File: config.mk
export PLATFORM = sky130hd
export DESIGN_NAME = flex_word_fifo
export DESIGN_NICKNAME = d
export VERILOG_FILES = /design/src/rtl/flexfifo_pkg.sv /design/src/rtl/flexfifo_ptrs.sv /design/src/rtl/flexfifo_store.sv /design/src/rtl/flexfifo_dma.sv /design/src/rtl/flex_word_fifo.sv
export SDC_FILE = /design/constraint.sdc
export NUM_CORES = 1
export LEC_CHECK = 0
export BUFFER_PORTS_ARGS = -buffer_cell sky130_fd_sc_hd__buf_2
export CAP_MARGIN = 20
export CORE_MARGIN = 1.5
export CORE_UTILIZATION = 45
export CTS_CLUSTER_DIAMETER = 60
export DETAILED_ROUTE_END_ITERATION = 10
export GPL_TIMING_DRIVEN = 0
export HOLD_SLACK_MARGIN = 0.12
export SYNTH_ARGS = -nofsm -noshare
export SYNTH_HDL_FRONTEND = slang
export SYNTH_SLANG_ARGS = --single-unit
File: constraint.sdc
create_clock -name clk -period 2.75 [get_ports clk]
set_clock_uncertainty 0.1 [all_clocks]
set_input_delay 0.1375 -clock clk [delete_from_list [all_inputs] [get_ports clk]]
set_output_delay 0.1375 -clock clk [all_outputs]
set_load 0.05 [all_outputs]
File: src/rtl/flexfifo_pkg.sv
package flexfifo_pkg;

  typedef enum logic {
    ORG_NARROW = 1'b0,
    ORG_WIDE   = 1'b1
  } org_e;

endpackage

File: src/rtl/flexfifo_ptrs.sv
module flexfifo_ptrs
  import flexfifo_pkg::*;
#(
  parameter int DEPTH_N = 16,
  parameter int RATIO   = 2,
  localparam int CNT_W  = $clog2(DEPTH_N + 1),
  localparam int PTR_W  = $clog2(DEPTH_N)
) (
  input  logic             clk,
  input  logic             rst_n,
  input  org_e             org,
  input  logic             flush,
  input  logic             wr_fire,
  input  logic             rd_fire,
  output logic [PTR_W-1:0] wptr,
  output logic [PTR_W-1:0] rptr,
  output logic [CNT_W-1:0] count,
  output logic             empty,
  output logic             full
);

  localparam int DEPTH_WIDE = DEPTH_N / RATIO;

  logic [CNT_W-1:0] depth_cur;
  logic [PTR_W-1:0] ptr_mask;

  assign depth_cur = (org == ORG_WIDE) ? CNT_W'(DEPTH_WIDE) : CNT_W'(DEPTH_N);
  assign ptr_mask  = PTR_W'(depth_cur - CNT_W'(1));

  always_ff @(posedge clk or negedge rst_n) begin
    if (!rst_n) begin
      wptr  <= '0;
      rptr  <= '0;
      count <= '0;
    end else if (flush) begin
      wptr  <= '0;
      rptr  <= '0;
      count <= '0;
    end else begin
      if (wr_fire) wptr <= (wptr + PTR_W'(1)) & ptr_mask;
      if (rd_fire) rptr <= (rptr + PTR_W'(1)) & ptr_mask;
      case ({wr_fire, rd_fire})
        2'b10:   count <= count + CNT_W'(1);
        2'b01:   count <= count - CNT_W'(1);
        default: count <= count;
      endcase
    end
  end

  assign empty = (count == '0);
  assign full  = (count == depth_cur);

  p_no_overflow_r5: assert property (@(posedge clk) disable iff (!rst_n)
    count <= depth_cur);

  p_wide_ptr_range_r2: assert property (@(posedge clk) disable iff (!rst_n)
    (org == ORG_WIDE) |-> (int'(wptr) < DEPTH_WIDE && int'(rptr) < DEPTH_WIDE));

endmodule

File: src/rtl/flexfifo_store.sv
module flexfifo_store #(
  parameter int STORE_BITS = 128,
  parameter int NARROW_W   = 8,
  parameter int WIDE_W     = 16,
  localparam int LANES     = STORE_BITS / NARROW_W,
  localparam int RATIO     = WIDE_W / NARROW_W,
  localparam int PTR_W     = $clog2(LANES)
) (
  input  logic              clk,
  input  logic              rst_n,
  input  logic              wide,
  input  logic              wr_en,
  input  logic [PTR_W-1:0]  wptr,
  input  logic [WIDE_W-1:0] wdata,
  input  logic [PTR_W-1:0]  rptr,
  output logic [WIDE_W-1:0] rdata
);

  logic [STORE_BITS-1:0] mem_q;
  logic [LANES-1:0]      lane_we;
  logic [STORE_BITS-1:0] lane_din;

  for (genvar g = 0; g < LANES; g++) begin : g_lane
    localparam int SLOT = g / RATIO;
    localparam int PART = g % RATIO;
    logic hit;
    assign hit = wide ? (int'(wptr) == SLOT) : (int'(wptr) == g);
    assign lane_we[g] = wr_en && hit;
    assign lane_din[g*NARROW_W +: NARROW_W] =
      wide ? wdata[PART*NARROW_W +: NARROW_W] : wdata[NARROW_W-1:0];
  end

  always_ff @(posedge clk or negedge rst_n) begin
    if (!rst_n) begin
      mem_q <= '0;
    end else begin
      for (int l = 0; l < LANES; l++) begin
        if (lane_we[l]) mem_q[l*NARROW_W +: NARROW_W] <= lane_din[l*NARROW_W +: NARROW_W];
      end
    end
  end

  always_comb begin
    rdata = '0;
    if (wide) begin
      for (int k = 0; k < RATIO; k++) begin
        rdata[k*NARROW_W +: NARROW_W] = mem_q[(int'(rptr)*RATIO + k)*NARROW_W +: NARROW_W];
      end
    end else begin
      rdata[NARROW_W-1:0] = mem_q[int'(rptr)*NARROW_W +: NARROW_W];
    end
  end

  p_one_lane_narrow_r1: assert property (@(posedge clk) disable iff (!rst_n)
    (!wide) |-> $countones(lane_we) <= 1);

endmodule

File: src/rtl/flexfifo_dma.sv
module flexfifo_dma
  import flexfifo_pkg::*;
#(
  parameter int IS_TX   = 0,
  parameter int DEPTH_N = 16,
  parameter int RATIO   = 2,
  localparam int CNT_W  = $clog2(DEPTH_N + 1)
) (
  input  org_e             org,
  input  logic [CNT_W-1:0] count,
  input  logic [CNT_W-1:0] thr,
  output logic             single_req,
  output logic             burst_req
);

  logic [CNT_W-1:0] depth_cur;
  logic [CNT_W-1:0] level;

  assign depth_cur = (org == ORG_WIDE) ? CNT_W'(DEPTH_N / RATIO) : CNT_W'(DEPTH_N);

  if (IS_TX != 0) begin : g_tx
    assign level = depth_cur - count;
  end else begin : g_rx
    assign level = count;
  end

  assign single_req = (level != '0);
  assign burst_req  = (thr != '0) && (level >= thr);

endmodule

File: src/rtl/flex_word_fifo.sv
module flex_word_fifo
  import flexfifo_pkg::*;
#(
  parameter int STORE_BITS = 128,
  parameter int NARROW_W   = 8,
  parameter int WIDE_W     = 16,
  parameter int MIN_WS     = 4,
  parameter int IS_TX      = 0,
  localparam int DEPTH_N   = STORE_BITS / NARROW_W,
  localparam int RATIO     = WIDE_W / NARROW_W,
  localparam int CNT_W     = $clog2(DEPTH_N + 1),
  localparam int PTR_W     = $clog2(DEPTH_N),
  localparam int WSZ_W     = $clog2(WIDE_W + 1)
) (
  input  logic              clk,
  input  logic              rst_n,
  input  logic [WSZ_W-1:0]  word_size,
  input  logic [CNT_W-1:0]  burst_thr,
  input  logic              ovr_clr,
  input  logic              in_valid,
  output logic              in_ready,
  input  logic [WIDE_W-1:0] in_data,
  output logic              out_valid,
  input  logic              out_ready,
  output logic [WIDE_W-1:0] out_data,
  output logic [CNT_W-1:0]  fill,
  output logic              empty,
  output logic              full,
  output logic              overrun,
  output logic              dma_single,
  output logic              dma_burst
);

  logic [WSZ_W-1:0]  ws_c;
  logic [WIDE_W-1:0] wmask;
  org_e              org_want, org_q;
  logic              org_chg;
  logic              wr_fire, rd_fire;
  logic [PTR_W-1:0]  wptr, rptr;

  // Out-of-range word sizes are pinned to the supported span.
  always_comb begin
    if (int'(word_size) < MIN_WS)      ws_c = WSZ_W'(MIN_WS);
    else if (int'(word_size) > WIDE_W) ws_c = WSZ_W'(WIDE_W);
    else                               ws_c = word_size;
  end

  always_comb begin
    for (int i = 0; i < WIDE_W; i++) wmask[i] = (i < int'(ws_c));
  end

  assign org_want = (int'(ws_c) > NARROW_W) ? ORG_WIDE : ORG_NARROW;
  assign org_chg  = (org_want != org_q);

  always_ff @(posedge clk or negedge rst_n) begin
    if (!rst_n) org_q <= ORG_NARROW;
    else        org_q <= org_want;
  end

  assign in_ready  = !full && !org_chg;
  assign out_valid = !empty && !org_chg;
  assign wr_fire   = in_valid && in_ready;
  assign rd_fire   = out_valid && out_ready;

  flexfifo_ptrs #(.DEPTH_N(DEPTH_N), .RATIO(RATIO)) u_ptrs (
    .clk     (clk),
    .rst_n   (rst_n),
    .org     (org_q),
    .flush   (org_chg),
    .wr_fire (wr_fire),
    .rd_fire (rd_fire),
    .wptr    (wptr),
    .rptr    (rptr),
    .count   (fill),
    .empty   (empty),
    .full    (full)
  );

  flexfifo_store #(.STORE_BITS(STORE_BITS), .NARROW_W(NARROW_W), .WIDE_W(WIDE_W)) u_store (
    .clk   (clk),
    .rst_n (rst_n),
    .wide  (org_q == ORG_WIDE),
    .wr_en (wr_fire),
    .wptr  (wptr),
    .wdata (in_data & wmask),
    .rptr  (rptr),
    .rdata (out_data)
  );

  flexfifo_dma #(.IS_TX(IS_TX), .DEPTH_N(DEPTH_N), .RATIO(RATIO)) u_dma (
    .org        (org_q),
    .count      (fill),
    .thr        (burst_thr),
    .single_req (dma_single),
    .burst_req  (dma_burst)
  );

  always_ff @(posedge clk or negedge rst_n) begin
    if (!rst_n)                 overrun <= 1'b0;
    else if (ovr_clr)           overrun <= 1'b0;
    else if (in_valid && full)  overrun <= 1'b1;
  end

  p_drop_sets_ovr_r6: assert property (@(posedge clk) disable iff (!rst_n)
    (in_valid && full && !ovr_clr) |=> overrun);

  p_ovr_sticky_r6: assert property (@(posedge clk) disable iff (!rst_n)
    (overrun && !ovr_clr) |=> overrun);

  p_flush_empties_r7: assert property (@(posedge clk) disable iff (!rst_n)
    org_chg |=> (fill == '0));

  p_full_holds_fill_r4: assert property (@(posedge clk) disable iff (!rst_n)
    (full && !out_ready && !org_chg) |=> $stable(fill));

  if (IS_TX != 0) begin : g_chk_tx
    p_tx_single_r9: assert property (@(posedge clk) disable iff (!rst_n)
      dma_single == !full);
  end else begin : g_chk_rx
    p_rx_single_r8: assert property (@(posedge clk) disable iff (!rst_n)
      dma_single == !empty);
  end

endmodule

==> results.toml, run 1 <==
[critical_path]
crit_required_ns = 2.51
end_kind = "primary output"
critPathLaunchType = "flip-flop"
path_class = "reg2out"
worstPathArrival_ns = 2.61
path_max_fanout = 10

[final_layout]
mostFrequentLayoutCell = "dfrtp_1"
fillCellCount = 1638
final_nets = 903
diodes = 0
fin_cells = 1103
area_growth_pct = 21.7
finish.utilization_pct = 55.6
mostFrequentLayoutCells = "dfrtp_1, mux2_2, buf_2"
layout-drive-gt1-share_pct = 39.9

[placed_design]
dp_hpwl_mm = 19.8
io_buffers = 56
dp.cells = 1055
place.gp.congestion = 0.945

[drt]
drc = 1
ant_nets = 0
wirelength_mm = 29.2
detail_route.wl_per_cell_um = 26.5
vias = 7057
vias_per_cell = 6.40
drt_pass1_iterations = 8
drt_iter0_drc = 814

[synthesis]
ys_ff_latch = 143
async_flop_share_pct = 100
ys.flop_type = "dfrtp_1"
syn_area_um2 = 8480
yosysSeqAreaShare_pct = 42.2
synth_cell_types = 64
syn_nets = 804
postSynthCellCount = 759
synth_area_per_cell_um2 = 11.2
synth-edff-count = 0
synth_warnings = 0

[clock_network]
cts.sinks = 143
htree_num_levels = 4
cts_tree = "yes"
root_buffer = "clkbuf_16"
clkLatencyLatePin_ns = 0.43
clk_path_buf_depth = 2
cts_made_buffers = 17
clk_pin_slew_worst_paths_ns = 0.06

[pwr]
p_seq_share_pct = 30.3
irDropWorstVdd_v = 0.000495
p_leak_nw = 4.68
p_switching_w = 0.00433
p_comb_share_pct = 46.8
powerDensity_nw_per_um2 = 1010
intPower_w = 0.00609
clockPowerShare_pct = 22.9
switching_share_pct = 41.6

[timing]
final.min_clock_period_ns = 2.85
finalHoldViolations = 0
setup_viol = 22
slew_violations = 0
relSlewSlack_pct = 31.8
fin_ws_ns = -0.102
rsz0062_at_grt = "true"
timing.final.crit_share_pct = 104
max_freq_mhz = 351
worstMarginPinSlew_ns = 1.02

[floorplanning]
initial_core_util_pct = 45.7
coreArea_um2 = 18600
die_h_um = 140
die_w_um = 140
die-area_um2 = 19700
std_cell_rows = 50
io_pins = 59

[run_status]
status = "finished, violations left"
violations = "DRC, setup timing"

[grt]
grt_pass1_wl_mm = 43.8
antenna_found_initial = 0
grt_max_degree = 74
grt-ovfl-total = 0
grt_pass1_vias = 7255
grt_usage_pct = 30.3

[min_path]
min_path_type = "in2reg"

[run]
cap_violations = 0
==> stage by stage <==
| step | hold WS (ns) | TNS, ns | area, µm² | setup WS (ns) | power [W] |
|---|---|---|---|---|---|
| after floorplan | -0.258 | -0.279 | 8520 | -0.190 | 0.00631 |
| after global placement | 0.193 | -133.81 | 9090 | -0.882 | 0.00746 |
| after detailed placement | 0.119 | -38.33 | 9180 | -0.743 | 0.00760 |
| after CTS | 0.129 | -0.0128 | 10200 | -0.0128 | 0.0103 |
| after global routing | 0.176 | -3.26 | 10300 | -0.171 | 0.0108 |
| final | 0.148 | -1.66 | 10300 | -0.102 | 0.0104 |
==> cell usage after synthesis, types with 3 or more instances <==
| master | number | share of area [%] |
|---|---|---|
| nor3_1 | 11 | 0.65 |
| o211ai_1 | 4 | 0.35 |
| and3_1 | 11 | 0.81 |
| nor2b_1 | 13 | 0.96 |
| a22oi_1 | 11 | 0.97 |
| o2111ai_1 | 3 | 0.31 |
| or3_1 | 7 | 0.52 |
| a21o_1 | 7 | 0.62 |
| nand3_1 | 15 | 0.88 |
| maj3_1 | 3 | 0.35 |
| buf_6 | 3 | 0.40 |
| buf_1 | 10 | 0.44 |
| nor2_1 | 34 | 1.5 |
| o21ai_1 | 6 | 0.35 |
| mux2_4 | 24 | 4.2 |
| nand2_1 | 49 | 2.2 |
| a32o_1 | 3 | 0.35 |
| mux2_2 | 108 | 14 |
| a21boi_0 | 4 | 0.35 |
| mux2i_1 | 33 | 3.9 |
| o2bb2ai_1 | 3 | 0.31 |
| o31a_1 | 3 | 0.31 |
| a2bb2oi_1 | 4 | 0.41 |
| a211o_1 | 3 | 0.31 |
| a211oi_1 | 11 | 0.97 |
| buf_2 | 4 | 0.24 |
| nand2b_1 | 7 | 0.52 |
| o21ai_2 | 3 | 0.31 |
| inv_1 | 21 | 0.93 |
| o21ai_0 | 32 | 1.9 |
| dfrtp_1 | 143 | 42 |
| a21oi_1 | 37 | 2.2 |
| o22ai_1 | 7 | 0.52 |
| mux4_2 | 20 | 5.3 |
| a221oi_1 | 14 | 1.4 |
| o31ai_1 | 3 | 0.27 |
| a31oi_1 | 4 | 0.29 |
| ha_1 | 13 | 1.9 |
| clkbuf_1 | 33 | 1.5 |
==> per-layer routing <==
metal,share of wire (%),global-route usage [%]
met3,9.1,8.92
met2,46,46.6
met4,3.9,13.6
met5,0,0
met1,41,39.6
==> final cells by class <==
class                           count  area (µm²)  area share (%)
Clock buffer                       21         460            4.46
Sequential cell                   143        3590            34.7
Inverter                           22        82.6           0.800
Clock inverter                      9         136            1.32
Multi-Input combinational cell    544        4820            46.6
Buffer                             45         358            3.46
Timing Repair Buffer               85         596            5.77
Tap cell                          234         293            2.83
==> cell families (layout without fill, tap and decap cells) <==
logic type	count (synthesis)	count (layout)	share of synthesized area, %
mux	185	185	27.8
buf+inv	72	182	3.51
fa+ha+maj	17	17	2.51
simple gates	165	165	9.90
compound gates	173	173	13.7
flops	143	143	42.2
xor+xnor	4	4	0.413
==> power by group through the flow <==
stage          Combinational (W)  Clock (W)  Sequential (W)
4_1_cts                  0.00474    0.00240         0.00312
3_3_place_gp             0.00434          0         0.00312
3_5_place_dp             0.00445          0         0.00315
6_report                 0.00488    0.00238         0.00315
2_1_floorplan            0.00323          0         0.00307
5_1_grt                  0.00515    0.00250         0.00320
==> worst max-delay path, cell delays in order (launching register included) <==
cell       delay, ns
dfrtp_1         0.39
clkbuf_8        0.22
clkbuf_8        0.21
clkbuf_8        0.20
buf_8           0.16
nand3b_1        0.16
nand2_4         0.17
o2111ai_1       0.13
o211ai_1        0.28
buf_4           0.26
==> final timing paths <==
path                       slack [ns]         startpoint  depth (start not counted)                end
hold reg to reg                  0.41  u_store.mem_q[64]                          1  u_store.mem_q[64]
setup reg to reg                -0.02              org_q                         10    u_ptrs.count[4]
min in group asynchronous        0.21              rst_n                          2    u_ptrs.count[0]
setup / recovery                -0.10              org_q                          9        out_data[3]
hold / removal                   0.15           in_valid                          4     u_ptrs.wptr[2]
max in group asynchronous        1.53              rst_n                          3  u_store.mem_q[21]
==> timing repair <==
item                                    in CTS  in global routing
hold endpoints to repair                   107                  0
endpoints found under the setup margin     119                 82
hold buffers                                 8                  0
resized for setup                          111                 28
buffers inserted                            12                  3
pin swaps                                    7                  8
==> state kept, by name, indices dropped and copies added (netlist names) <==
name / flops
u_ptrs.wptr: 4
u_ptrs.rptr: 4
u_ptrs.count: 5
overrun: 1
org_q: 1
u_store.mem_q: 128
Power figures use the tool's default switching activity.
==> run 2: changes to the inputs <==
--- a/config.mk
+++ b/config.mk
@@ -5,12 +5,12 @@
 export SDC_FILE = /design/constraint.sdc
 export NUM_CORES = 1
 export LEC_CHECK = 0
-export BUFFER_PORTS_ARGS = -buffer_cell sky130_fd_sc_hd__buf_2
 export CAP_MARGIN = 20
 export CORE_MARGIN = 1.5
 export CORE_UTILIZATION = 45
 export CTS_CLUSTER_DIAMETER = 60
 export DETAILED_ROUTE_END_ITERATION = 10
+export DONT_BUFFER_PORTS = 1
 export GPL_TIMING_DRIVEN = 0
 export HOLD_SLACK_MARGIN = 0.12
 export SYNTH_ARGS = -nofsm -noshare
==> results.toml, run 2 (synthesis gave the netlist of run 1 again) <==
[run_status]
status = "finished, violations left"
violations = "hold timing, setup timing"

[final_layout]
largest_reg_flops = 128
diodes = 0
area_growth_pct = 23.6
top_register = "u_store.mem_q"
final_nets = 870
regArea_um2 = 3590
fillCellCount = 1527
layout-drive-gt1-share_pct = 40.1
finish.utilization_pct = 56.4
multi_input_area_um2 = 5000
mostFrequentLayoutCell = "dfrtp_1"
top_regs = "u_store.mem_q x128, u_ptrs.count x5"
mostFrequentLayoutCells = "dfrtp_1, mux2_2, nand2_1"

[drt]
vias_per_cell = 6.58
wirelength_mm = 29.2
detail_route.wl_per_cell_um = 27.3
ant_nets = 0
drt_pass1_iterations = 6
vias = 7054
drc = 0
drt_iter0_drc = 915

[min_path]
min_path_type = "in2async"

[placed_design]
place.gp.congestion = 0.930
io_buffers = 0
dp_hpwl_mm = 19.0
dp_slack_ns = -1.10

[critical_path]
r2r_setup_slack_ns = -0.10
critPathLaunchType = "flip-flop"
crit_required_ns = 2.51
path_max_fanout = 10
worstPathArrival_ns = 2.70
path_class = "reg2out"
end_kind = "primary output"

[clock_network]
holdBufCountCts = 8
cts.sinks = 143
clk_pin_slew_worst_paths_ns = 0.06
clk_path_buf_depth = 2
cts_made_buffers = 17
htree_num_levels = 4
root_buffer = "clkbuf_16"
clkLatencyLatePin_ns = 0.43
cts_tree = "yes"

[timing]
relSlewSlack_pct = 19.7
rsz0062_at_grt = "true"
finalHoldViolations = 143
fin_ws_ns = -0.190
hold_slack_ns = -0.707
worstMarginPinSlew_ns = 1.20
timing.final.crit_share_pct = 107
max_freq_mhz = 340
final.min_clock_period_ns = 2.94
setup_viol = 3
slew_violations = 0

[floorplanning]
die_w_um = 140
die-area_um2 = 19700
io_pins = 59
initial_core_util_pct = 45.7
std_cell_rows = 50
coreArea_um2 = 18600
die_h_um = 140

[pwr]
powerDensity_nw_per_um2 = 1010
irDropWorstVdd_v = 0.000501
p_leak_nw = 4.63

[grt]
grt_max_degree = 144
grt_pass1_wl_mm = 43.5
antenna_found_initial = 0
grt_usage_pct = 30.2
grt_pass1_vias = 7033
grt-ovfl-total = 0

[run]
cap_violations = 0
[run 2: changes by cell type in the layout (fill, tap and decap cells not counted), sizes merged]
| cell | previous run | this run |
|---|---|---|
| clkbuf | 47 | 43 |
| clkinv | 4 | 3 |
| inv | 22 | 25 |
| bufinv | 3 | 2 |
| buf | 96 | 67 |
| dlymetal6s2s | 0 | 1 |
[run 2: layer usage]
layer | vias to the layer above | track usage (%) | part of all wire [%]
met5 | - | 0 | 0
met4 | 0 | 12.9 | 3.8
met3 | 85 | 6.84 | 8.6
met2 | 383 | 46.7 | 46
met1 | 3603 | 40.9 | 42
li1 | 2983 | - | -
[run 2: report_power, final]
| part | internal, W | switching (W) | total [W] |
|---|---|---|---|
| clock network | 0.00142 | 0.000993 | 0.00241 |
| registers | 0.00268 | 0.000586 | 0.00327 |
| logic | 0.00196 | 0.00291 | 0.00487 |
[run 2: path summary, 6_finish.rpt]
check                                      start                  to  cells after the start
max in group asynchronous                  rst_n    u_store.mem_q[0]                      0
worst max-delay path                       org_q         out_data[3]                      7
min in group clk                      in_data[6]  u_store.mem_q[102]                      2
worst min-delay path                       rst_n     u_ptrs.count[0]                      0
worst max register to register   u_ptrs.count[1]     u_ptrs.count[4]                     10
worst min register to register  u_store.mem_q[4]    u_store.mem_q[4]                      1
[run 2: critical path, cell delays in order (launching register included)]
cell and delay, ns:
dfrtp_1 0.40, buf_8 0.14, clkbuf_16 0.16, buf_6 0.15
clkbuf_2 0.28, a21oi_2 0.39, o21ai_0 0.16, o211ai_1 0.57
[run 2: what timing repair did]
item | CTS | global route
setup buffers | 16 | 22
gates resized for setup | 142 | 55
gates cloned | 1 | 1
pin swaps | 13 | 19
endpoints found under the setup margin | 142 | 55
endpoints found under the hold margin | 189 | 143
[run 2: metrics by stage]
step	std cells	instance area [µm²]	total power (W)	hold slack (ns)	TNS (ns)
final	1072	10500	0.0105	-0.707	-0.301
after global routing	1072	10500	0.0109	-0.719	-1.21
after CTS	1049	10100	0.0102	-0.707	-0.520
after detailed placement	997	8850	0.00730	-0.249	-54.63
after global placement	993	8810	0.00717	-0.250	-56.50
after floorplan	759	8520	0.00631	-0.258	-0.279
[run 2: final cells by class]
cell class / instances / share of cell area, %
multi-input cells: 544 / 47.7
clock inverters: 10 / 1.19
inverters: 22 / 0.847
plain buffers: 44 / 4.08
clock buffers: 22 / 4.52
flip-flops and latches: 143 / 34.3
well taps: 234 / 2.79
repair buffers: 53 / 4.57
